--- src/rtl/inb_dec_pkg.sv ---
package inb_dec_pkg;
   localparam int unsigned DW       = 32;
   localparam int unsigned GRAN_LSB = 16;

   typedef struct packed {
      logic [DW-1:0] ctrl;
      logic [DW-1:0] lo;
      logic [DW-1:0] hi;
   } bar_regs_t;

   typedef struct packed {
      logic [DW-1:0] ctrl;
      logic [DW-1:0] base;
      logic [DW-1:0] remap;
   } win_regs_t;

   localparam logic [15:0] OFF_DFLT      = 16'h18B0;
   localparam logic [15:0] OFF_ROM_CTRL  = 16'h18C0;
   localparam logic [15:0] OFF_ROM_REMAP = 16'h18C4;

   // i is the zero-based range slot, range number is i+1
   function automatic logic [15:0] bar_ctrl_off(int unsigned i);
      return 16'(16'h1804 + i * 4);
   endfunction
   function automatic logic [15:0] bar_lo_off(int unsigned i);
      return 16'(16'h0010 + (i + 1) * 8);
   endfunction
   function automatic logic [15:0] bar_hi_off(int unsigned i);
      return 16'(16'h0014 + (i + 1) * 8);
   endfunction

   // slot 5 sits apart from the regular stride
   function automatic logic [15:0] win_ctrl_off(int unsigned n);
      return (n < 5) ? 16'(16'h1820 + n * 16) : 16'h1880;
   endfunction
   function automatic logic [15:0] win_base_off(int unsigned n);
      return 16'(win_ctrl_off(n) + 16'h4);
   endfunction
   function automatic logic [15:0] win_remap_off(int unsigned n);
      return 16'(win_ctrl_off(n) + 16'hC);
   endfunction

   function automatic logic [DW-1:0] size_mask(logic [DW-1:0] ctrl);
      return {ctrl[31:16], 16'hFFFF};
   endfunction

   function automatic logic in_range(logic [DW-1:0] addr, logic [DW-1:0] base,
                                     logic [DW-1:0] ctrl);
      return (((addr ^ base) & ~size_mask(ctrl)) == '0);
   endfunction
endpackage

--- src/rtl/inb_dec_regs.sv ---
module inb_dec_regs
   import inb_dec_pkg::*;
#(
   parameter int unsigned NUM_BAR = 2,
   parameter int unsigned NUM_WIN = 6,
   parameter int unsigned REG_AW  = 13
) (
   input  logic                              clk,
   input  logic                              rst_n,
   input  logic                              reg_we,
   input  logic [REG_AW-1:0]                 reg_addr,
   input  logic [DW-1:0]                     reg_wdata,
   output logic [DW-1:0]                     reg_rdata,
   output bar_regs_t [NUM_BAR-1:0]           bars_o,
   output win_regs_t [NUM_WIN-1:0]           wins_o,
   output logic [DW-1:0]                     dflt_o
);
   bar_regs_t [NUM_BAR-1:0] bar_q;
   win_regs_t [NUM_WIN-1:0] win_q;
   logic [DW-1:0] dflt_q, rom_ctrl_q, rom_remap_q;

   function automatic logic hit(logic [REG_AW-1:0] a, logic [15:0] off);
      return a == REG_AW'(off);
   endfunction

   for (genvar i = 0; i < NUM_BAR; i++) begin : g_bar
      always_ff @(posedge clk or negedge rst_n) begin
         if (!rst_n) begin
            bar_q[i] <= '0;
         end else if (reg_we) begin
            if (hit(reg_addr, bar_ctrl_off(i))) bar_q[i].ctrl <= reg_wdata;
            if (hit(reg_addr, bar_lo_off(i)))   bar_q[i].lo   <= reg_wdata;
            if (hit(reg_addr, bar_hi_off(i)))   bar_q[i].hi   <= reg_wdata;
         end
      end
   end

   for (genvar n = 0; n < NUM_WIN; n++) begin : g_win
      always_ff @(posedge clk or negedge rst_n) begin
         if (!rst_n) begin
            win_q[n] <= '0;
         end else if (reg_we) begin
            if (hit(reg_addr, win_ctrl_off(n)))  win_q[n].ctrl  <= reg_wdata;
            if (hit(reg_addr, win_base_off(n)))  win_q[n].base  <= reg_wdata;
            if (hit(reg_addr, win_remap_off(n))) win_q[n].remap <= reg_wdata;
         end
      end
   end

   always_ff @(posedge clk or negedge rst_n) begin
      if (!rst_n) begin
         dflt_q      <= '0;
         rom_ctrl_q  <= '0;
         rom_remap_q <= '0;
      end else if (reg_we) begin
         if (hit(reg_addr, OFF_DFLT))      dflt_q      <= reg_wdata;
         if (hit(reg_addr, OFF_ROM_CTRL))  rom_ctrl_q  <= reg_wdata;
         if (hit(reg_addr, OFF_ROM_REMAP)) rom_remap_q <= reg_wdata;
      end
   end

   always_comb begin
      reg_rdata = '0;
      for (int i = 0; i < NUM_BAR; i++) begin
         if (hit(reg_addr, bar_ctrl_off(i))) reg_rdata = bar_q[i].ctrl;
         if (hit(reg_addr, bar_lo_off(i)))   reg_rdata = bar_q[i].lo;
         if (hit(reg_addr, bar_hi_off(i)))   reg_rdata = bar_q[i].hi;
      end
      for (int n = 0; n < NUM_WIN; n++) begin
         if (hit(reg_addr, win_ctrl_off(n)))  reg_rdata = win_q[n].ctrl;
         if (hit(reg_addr, win_base_off(n)))  reg_rdata = win_q[n].base;
         if (hit(reg_addr, win_remap_off(n))) reg_rdata = win_q[n].remap;
      end
      if (hit(reg_addr, OFF_DFLT))      reg_rdata = dflt_q;
      if (hit(reg_addr, OFF_ROM_CTRL))  reg_rdata = rom_ctrl_q;
      if (hit(reg_addr, OFF_ROM_REMAP)) reg_rdata = rom_remap_q;
   end

   assign bars_o = bar_q;
   assign wins_o = win_q;
   assign dflt_o = dflt_q;

   // a write to range 1 control lands in the register on the next edge
   assert_bar_ctrl_write_R2: assert property (@(posedge clk) disable iff (!rst_n)
      (reg_we && hit(reg_addr, bar_ctrl_off(0))) |=> (bar_q[0].ctrl == $past(reg_wdata)));
endmodule

--- src/rtl/inb_dec_bar_match.sv ---
module inb_dec_bar_match
   import inb_dec_pkg::*;
#(
   parameter int unsigned NUM_BAR = 2
) (
   input  bar_regs_t [NUM_BAR-1:0] bars_i,
   input  logic [DW-1:0]           addr_i,
   output logic                    bar_hit_o,
   output logic [2:0]              bar_num_o
);
   logic [NUM_BAR-1:0] match;

   for (genvar i = 0; i < NUM_BAR; i++) begin : g_cmp
      assign match[i] = bars_i[i].ctrl[0] && (bars_i[i].hi == '0) &&
                        in_range(addr_i, bars_i[i].lo, bars_i[i].ctrl);
   end

   // lower-numbered range takes precedence
   always_comb begin
      bar_hit_o = 1'b0;
      bar_num_o = '0;
      for (int i = NUM_BAR - 1; i >= 0; i--) begin
         if (match[i]) begin
            bar_hit_o = 1'b1;
            bar_num_o = 3'(i + 1);
         end
      end
   end
endmodule

--- src/rtl/inb_dec_win_match.sv ---
module inb_dec_win_match
   import inb_dec_pkg::*;
#(
   parameter int unsigned NUM_WIN = 6
) (
   input  win_regs_t [NUM_WIN-1:0] wins_i,
   input  logic [DW-1:0]           addr_i,
   input  logic                    bar_hit_i,
   input  logic [2:0]              bar_num_i,
   output logic                    win_hit_o,
   output logic [3:0]              target_o,
   output logic [7:0]              attr_o,
   output logic [DW-1:0]           loc_addr_o
);
   logic [NUM_WIN-1:0]  match;
   logic [DW-1:0]       xlat [NUM_WIN];

   for (genvar n = 0; n < NUM_WIN; n++) begin : g_win
      logic [DW-1:0] m;
      assign m        = size_mask(wins_i[n].ctrl);
      assign match[n] = bar_hit_i && wins_i[n].ctrl[0] &&
                        (wins_i[n].ctrl[3:1] == bar_num_i) &&
                        in_range(addr_i, wins_i[n].base, wins_i[n].ctrl);
      assign xlat[n]  = (wins_i[n].remap[31:16] == '0) ? addr_i :
                        ((wins_i[n].remap & ~m) | (addr_i & m));
   end

   // scan from the top so the lowest matching slot is the last to assign
   always_comb begin
      win_hit_o  = 1'b0;
      target_o   = '0;
      attr_o     = '0;
      loc_addr_o = '0;
      for (int n = NUM_WIN - 1; n >= 0; n--) begin
         if (match[n]) begin
            win_hit_o  = 1'b1;
            target_o   = wins_i[n].ctrl[7:4];
            attr_o     = wins_i[n].ctrl[15:8];
            loc_addr_o = xlat[n];
         end
      end
   end
endmodule

--- src/rtl/inb_pcie_decode.sv ---
module inb_pcie_decode
   import inb_dec_pkg::*;
#(
   parameter int unsigned NUM_BAR = 2,
   parameter int unsigned NUM_WIN = 6,
   parameter int unsigned REG_AW  = 13
) (
   input  logic              clk,
   input  logic              rst_n,
   input  logic              reg_we,
   input  logic [REG_AW-1:0] reg_addr,
   input  logic [31:0]       reg_wdata,
   output logic [31:0]       reg_rdata,
   input  logic              in_valid,
   input  logic [31:0]       in_addr,
   output logic              out_valid,
   output logic              out_hit,
   output logic              out_dflt,
   output logic              out_unsup,
   output logic [3:0]        out_target,
   output logic [7:0]        out_attr,
   output logic [31:0]       out_addr
);
   if (NUM_BAR < 1 || NUM_BAR > 2) begin : g_bad_bar
      $error("NUM_BAR must be 1 or 2");
   end
   if (NUM_WIN < 1 || NUM_WIN > 6) begin : g_bad_win
      $error("NUM_WIN must be in 1..6");
   end
   if (REG_AW < 13) begin : g_bad_aw
      $error("REG_AW must cover offset 0x18C4");
   end

   bar_regs_t [NUM_BAR-1:0] bars;
   win_regs_t [NUM_WIN-1:0] wins;
   logic [DW-1:0] dflt_ctrl;
   logic          bar_hit, win_hit;
   logic [2:0]    bar_num;
   logic [3:0]    w_target;
   logic [7:0]    w_attr;
   logic [DW-1:0] w_addr;

   inb_dec_regs #(.NUM_BAR(NUM_BAR), .NUM_WIN(NUM_WIN), .REG_AW(REG_AW)) u_regs (
      .clk(clk), .rst_n(rst_n), .reg_we(reg_we), .reg_addr(reg_addr),
      .reg_wdata(reg_wdata), .reg_rdata(reg_rdata),
      .bars_o(bars), .wins_o(wins), .dflt_o(dflt_ctrl));

   inb_dec_bar_match #(.NUM_BAR(NUM_BAR)) u_bar (
      .bars_i(bars), .addr_i(in_addr), .bar_hit_o(bar_hit), .bar_num_o(bar_num));

   inb_dec_win_match #(.NUM_WIN(NUM_WIN)) u_win (
      .wins_i(wins), .addr_i(in_addr), .bar_hit_i(bar_hit), .bar_num_i(bar_num),
      .win_hit_o(win_hit), .target_o(w_target), .attr_o(w_attr), .loc_addr_o(w_addr));

   logic          use_dflt, nx_hit, nx_unsup;
   logic [3:0]    nx_target;
   logic [7:0]    nx_attr;
   logic [DW-1:0] nx_addr;

   always_comb begin
      use_dflt  = bar_hit && !win_hit && dflt_ctrl[0];
      nx_hit    = win_hit || use_dflt;
      nx_unsup  = bar_hit && !win_hit && !dflt_ctrl[0];
      nx_target = '0;
      nx_attr   = '0;
      nx_addr   = '0;
      if (win_hit) begin
         nx_target = w_target;
         nx_attr   = w_attr;
         nx_addr   = w_addr;
      end else if (use_dflt) begin
         nx_target = dflt_ctrl[7:4];
         nx_attr   = dflt_ctrl[15:8];
         nx_addr   = in_addr;
      end
   end

   always_ff @(posedge clk or negedge rst_n) begin
      if (!rst_n) begin
         out_valid  <= 1'b0;
         out_hit    <= 1'b0;
         out_dflt   <= 1'b0;
         out_unsup  <= 1'b0;
         out_target <= '0;
         out_attr   <= '0;
         out_addr   <= '0;
      end else begin
         out_valid  <= in_valid;
         out_hit    <= in_valid && nx_hit;
         out_dflt   <= in_valid && use_dflt;
         out_unsup  <= in_valid && nx_unsup;
         out_target <= in_valid ? nx_target : '0;
         out_attr   <= in_valid ? nx_attr   : '0;
         out_addr   <= in_valid ? nx_addr   : '0;
      end
   end

   assert_valid_follows_R10: assert property (@(posedge clk) disable iff (!rst_n)
      in_valid |=> out_valid);
   assert_valid_drops_R10: assert property (@(posedge clk) disable iff (!rst_n)
      !in_valid |=> !out_valid);
   assert_hit_unsup_excl_R8: assert property (@(posedge clk) disable iff (!rst_n)
      !(out_hit && out_unsup));
   assert_dflt_implies_hit_R7: assert property (@(posedge clk) disable iff (!rst_n)
      out_dflt |-> (out_hit && out_valid));
   assert_win_needs_bar_R9: assert property (@(posedge clk) disable iff (!rst_n)
      win_hit |-> bar_hit);
endmodule

--- config.mk ---
export PLATFORM = sky130hd
export DESIGN_NAME = inb_pcie_decode
export DESIGN_NICKNAME = d
export VERILOG_FILES = /design/src/rtl/inb_dec_pkg.sv /design/src/rtl/inb_dec_regs.sv /design/src/rtl/inb_dec_bar_match.sv /design/src/rtl/inb_dec_win_match.sv /design/src/rtl/inb_pcie_decode.sv
export SDC_FILE = /design/constraint.sdc
export NUM_CORES = 2
export LEC_CHECK = 0
export ABC_AREA = 0
export BUFFER_PORTS_ARGS = -buffer_cell sky130_fd_sc_hd__buf_2
export CAP_MARGIN = 20
export CORE_MARGIN = 2
export CORE_UTILIZATION = 45
export DETAILED_ROUTE_END_ITERATION = 10
export SLEW_MARGIN = 10
export SYNTH_ARGS = -nofsm -noshare
export SYNTH_HDL_FRONTEND = slang
export SYNTH_SLANG_ARGS = --single-unit
--- constraint.sdc ---
create_clock -name clk -period 8.8 [get_ports clk]
set_input_delay 1.76 -clock clk [delete_from_list [all_inputs] [get_ports clk]]
set_output_delay 1.76 -clock clk [all_outputs]
set_load 0.01 [all_outputs]
==> flow_summary.ini <==
[finish]
fin_util_pct = 50.8
layout-drive-gt1-share_pct = 34.5
num-nets-final = 3969
area_growth_pct = 12.4
design_area_sq_um = 50700

[die]
core_sq_um = 99700
die_h_um = 321
initial_core_util_pct = 45.2
fp.dieArea_sq_um = 103000
die_w_um = 321
io_pins = 161
row_count = 116

[timing]
final.period_utilization_pct = 87.6
hold_viol = 0
max_slew_margin_pct = 25.3
tns_ns = 0
rsz0062_at_grt = no
clock_skew_ns = 0.0329
slew_viol_final = 0
clock.fmax_ghz = 0.130
holdWs_ns = 0.500
finalSetupViolations = 0
period_minus_slack_ns = 7.71
worst_pin_slew_ns = 1.12

[clock_tree]
cts.sinks = 912
root_buffer = clkbuf_16
htreeDepth = 3
clk_pin_slew_ns = 0.06
cts_buffer_depth = 3
cts_tree = done
numCtsBuffers = 103
cts_setup_buffers = 0
clkLatencyLatePin_ns = 0.69
cts_resized = 0
hold_buffers = 0

[power_and_ir_drop]
peakVddDrop_uv = 151
p_per_area_nw_per_um2 = 182
p_leak_uw = 0.0245

[placed_design]
place_congestion = 0.955
postPlaceCellArea_sq_um = 46900
io_buffers = 160
place_hpwl_um = 111000

[grt]
grt-ovfl-total = 0
antenna_found_initial = 2
grtUsageTotal_pct = 30.6
grt_pass1_wl_um = 235000
grt_pass1_vias = 34200
grt_max_degree = 150

[detailed_routing]
vias = 34000
vias_per_cell = 6.45
ant_nets = 0
wl_per_cell_um = 29.9
drt-total-wl_um = 158000
firstDrtPassIters = 10
drt_iter0_markers = 3287
drcViolationCount = 0

[synthesis]
syn-instance-count = 3873
synthArstFlopShare_pct = 100
synthDistinctLibCells = 87
synth_edf_count = 0
yosys_register_bits = 912
synth_warnings = 0
ys.flop_type = dfrtp_1
synth_nets = 3954
ys_seq_area_share_pct = 50.6
netlist_area_sq_um = 45100
syn_avg_cell_area_sq_um = 11.6

[worst_setup_path]
cp.required_ns = 7.04
path_class = in -> out
crit_fanout = 24
cp-end-kind = output port
arrival_ns = 5.95
start_kind = primary input

[status]
status = finished clean

[min_path]
min-delay-path-class = reg -> reg

[flow_run]
drv_cap = 0
cell type report:
cell class,count,area (sq um)
diodes,2,5.00
clock buffers,153,3140
clock inverters,40,548
fillers,8939,49000
inverters,34,128
multi-input cells,2567,20700
flip-flops and latches,912,22800
well taps,1298,1620
repair buffers,270,1710
layout by cell type (no fill, tap or decap), types with 83 or more instances in the layout:
cell type  netlist  layout
dfrtp_1        912     912
mux2_2         874     874
nor2_1         195     186
o22ai_1        180     179
nand2_1        168     167
a21oi_1        161     161
buf_2           68     159
o21ai_0        132     132
xnor2_1        118     118
clkbuf_16        0     108
buf_4            4     104
a22oi_1         83      83
sequential cells by signal (all words and copies together), names as in the netlist:
name                count
u_regs.wins_o         576
u_regs.dflt_o          32
u_regs.bars_o         192
u_regs.rom_remap_q     32
u_regs.rom_ctrl_q      32
out_target              4
out_valid               1
out_addr               32
out_dflt                1
out_hit                 1
out_attr                8
out_unsup               1
synthesized netlist by cell type, drive strengths merged, types with 8 or more instances:
| library cell | count | share of area, % |
|---|---|---|
| nor3b | 8 | 0.13 |
| mux2 | 874 | 22 |
| nand4 | 30 | 0.43 |
| xnor2 | 120 | 2.4 |
| a41oi | 15 | 0.29 |
| buf | 190 | 2.0 |
| a21o | 15 | 0.25 |
| mux2i | 54 | 1.2 |
| inv | 34 | 0.28 |
| clkbuf | 170 | 1.4 |
| a21oi | 161 | 1.8 |
| nor3 | 49 | 0.59 |
| a221oi | 57 | 1.1 |
| a22o | 16 | 0.31 |
| o22ai | 180 | 2.5 |
| xor2 | 8 | 0.16 |
| o211ai | 35 | 0.58 |
| o221ai | 22 | 0.43 |
| and2 | 32 | 0.44 |
| a32o | 15 | 0.33 |
| a31oi | 9 | 0.12 |
| nand2b | 20 | 0.28 |
| a211oi | 15 | 0.25 |
| dfrtp | 912 | 51 |
| nand3 | 47 | 0.54 |
| nor2 | 203 | 1.7 |
| or3 | 8 | 0.12 |
| and4 | 9 | 0.17 |
| nand2 | 169 | 1.4 |
| a222oi | 32 | 0.71 |
| a32oi | 19 | 0.37 |
| nor4 | 55 | 0.89 |
| a22oi | 83 | 1.4 |
| o21ai | 133 | 1.5 |
report_power, final:
part           internal (uW)  leakage (uW)  switching (uW)
Sequential              4200        0.0127            8.84
Combinational           78.1       0.00988             276
Clock                   2840       0.00184            1790
final timing paths:
check                      cells after the start  slack (ns)          startpoint                  to
max                                           13        1.09         reg_addr[2]        reg_rdata[3]
min                                            1        0.50  u_regs.wins_o[493]  u_regs.wins_o[493]
max reg2reg                                   11        3.99   u_regs.bars_o[30]        out_addr[31]
max in group asynchronous                      3        5.76               rst_n  u_regs.wins_o[395]
min reg2reg                                    1        0.50  u_regs.wins_o[493]  u_regs.wins_o[493]
min in group asynchronous                      1        1.05               rst_n  u_regs.bars_o[165]
critical path, cell delays in order:
cell	delay [ns]
buf_2	0.41
nor4b_4	0.28
buf_4	0.21
nand4_1	0.26
nor2_2	0.48
buf_4	0.28
a22oi_1	0.10
nand4_1	0.18
o221ai_1	0.16
a2111oi_0	0.96
o21ai_0	0.49
o21ai_0	0.20
buf_2	0.16
per-stage QoR:
| step | power [uW] | setup slack (ns) | cells |
|---|---|---|---|
| floorplan | 4450 | 2.95 | 3873 |
| global placement | 4640 | 1.33 | 5077 |
| global route | 9480 | 0.900 | 5274 |
| finish | 9200 | 1.09 | 5276 |
| detailed placement | 4640 | 1.19 | 5077 |
| CTS | 9260 | 1.15 | 5270 |
cell families after synthesis:
kind of cell,share of synthesized area [%]
muxes,23.0
DFF,50.6
AOI/OAI and AO/OA,12.7
and+or+nand+nor,7.54
buffers and inverters,3.66
xor gates and xnor gates,2.52
layer usage:
layer	global-route usage, %	wire (um)	vias to the layer above
met5	0	13	-
met1	41.3	66400	17800
met3	4.81	10500	334
met4	12.9	7270	2
li1	-	-	14500
met2	49.0	73900	1434
Note: power is estimated with default switching activity, not from simulation.
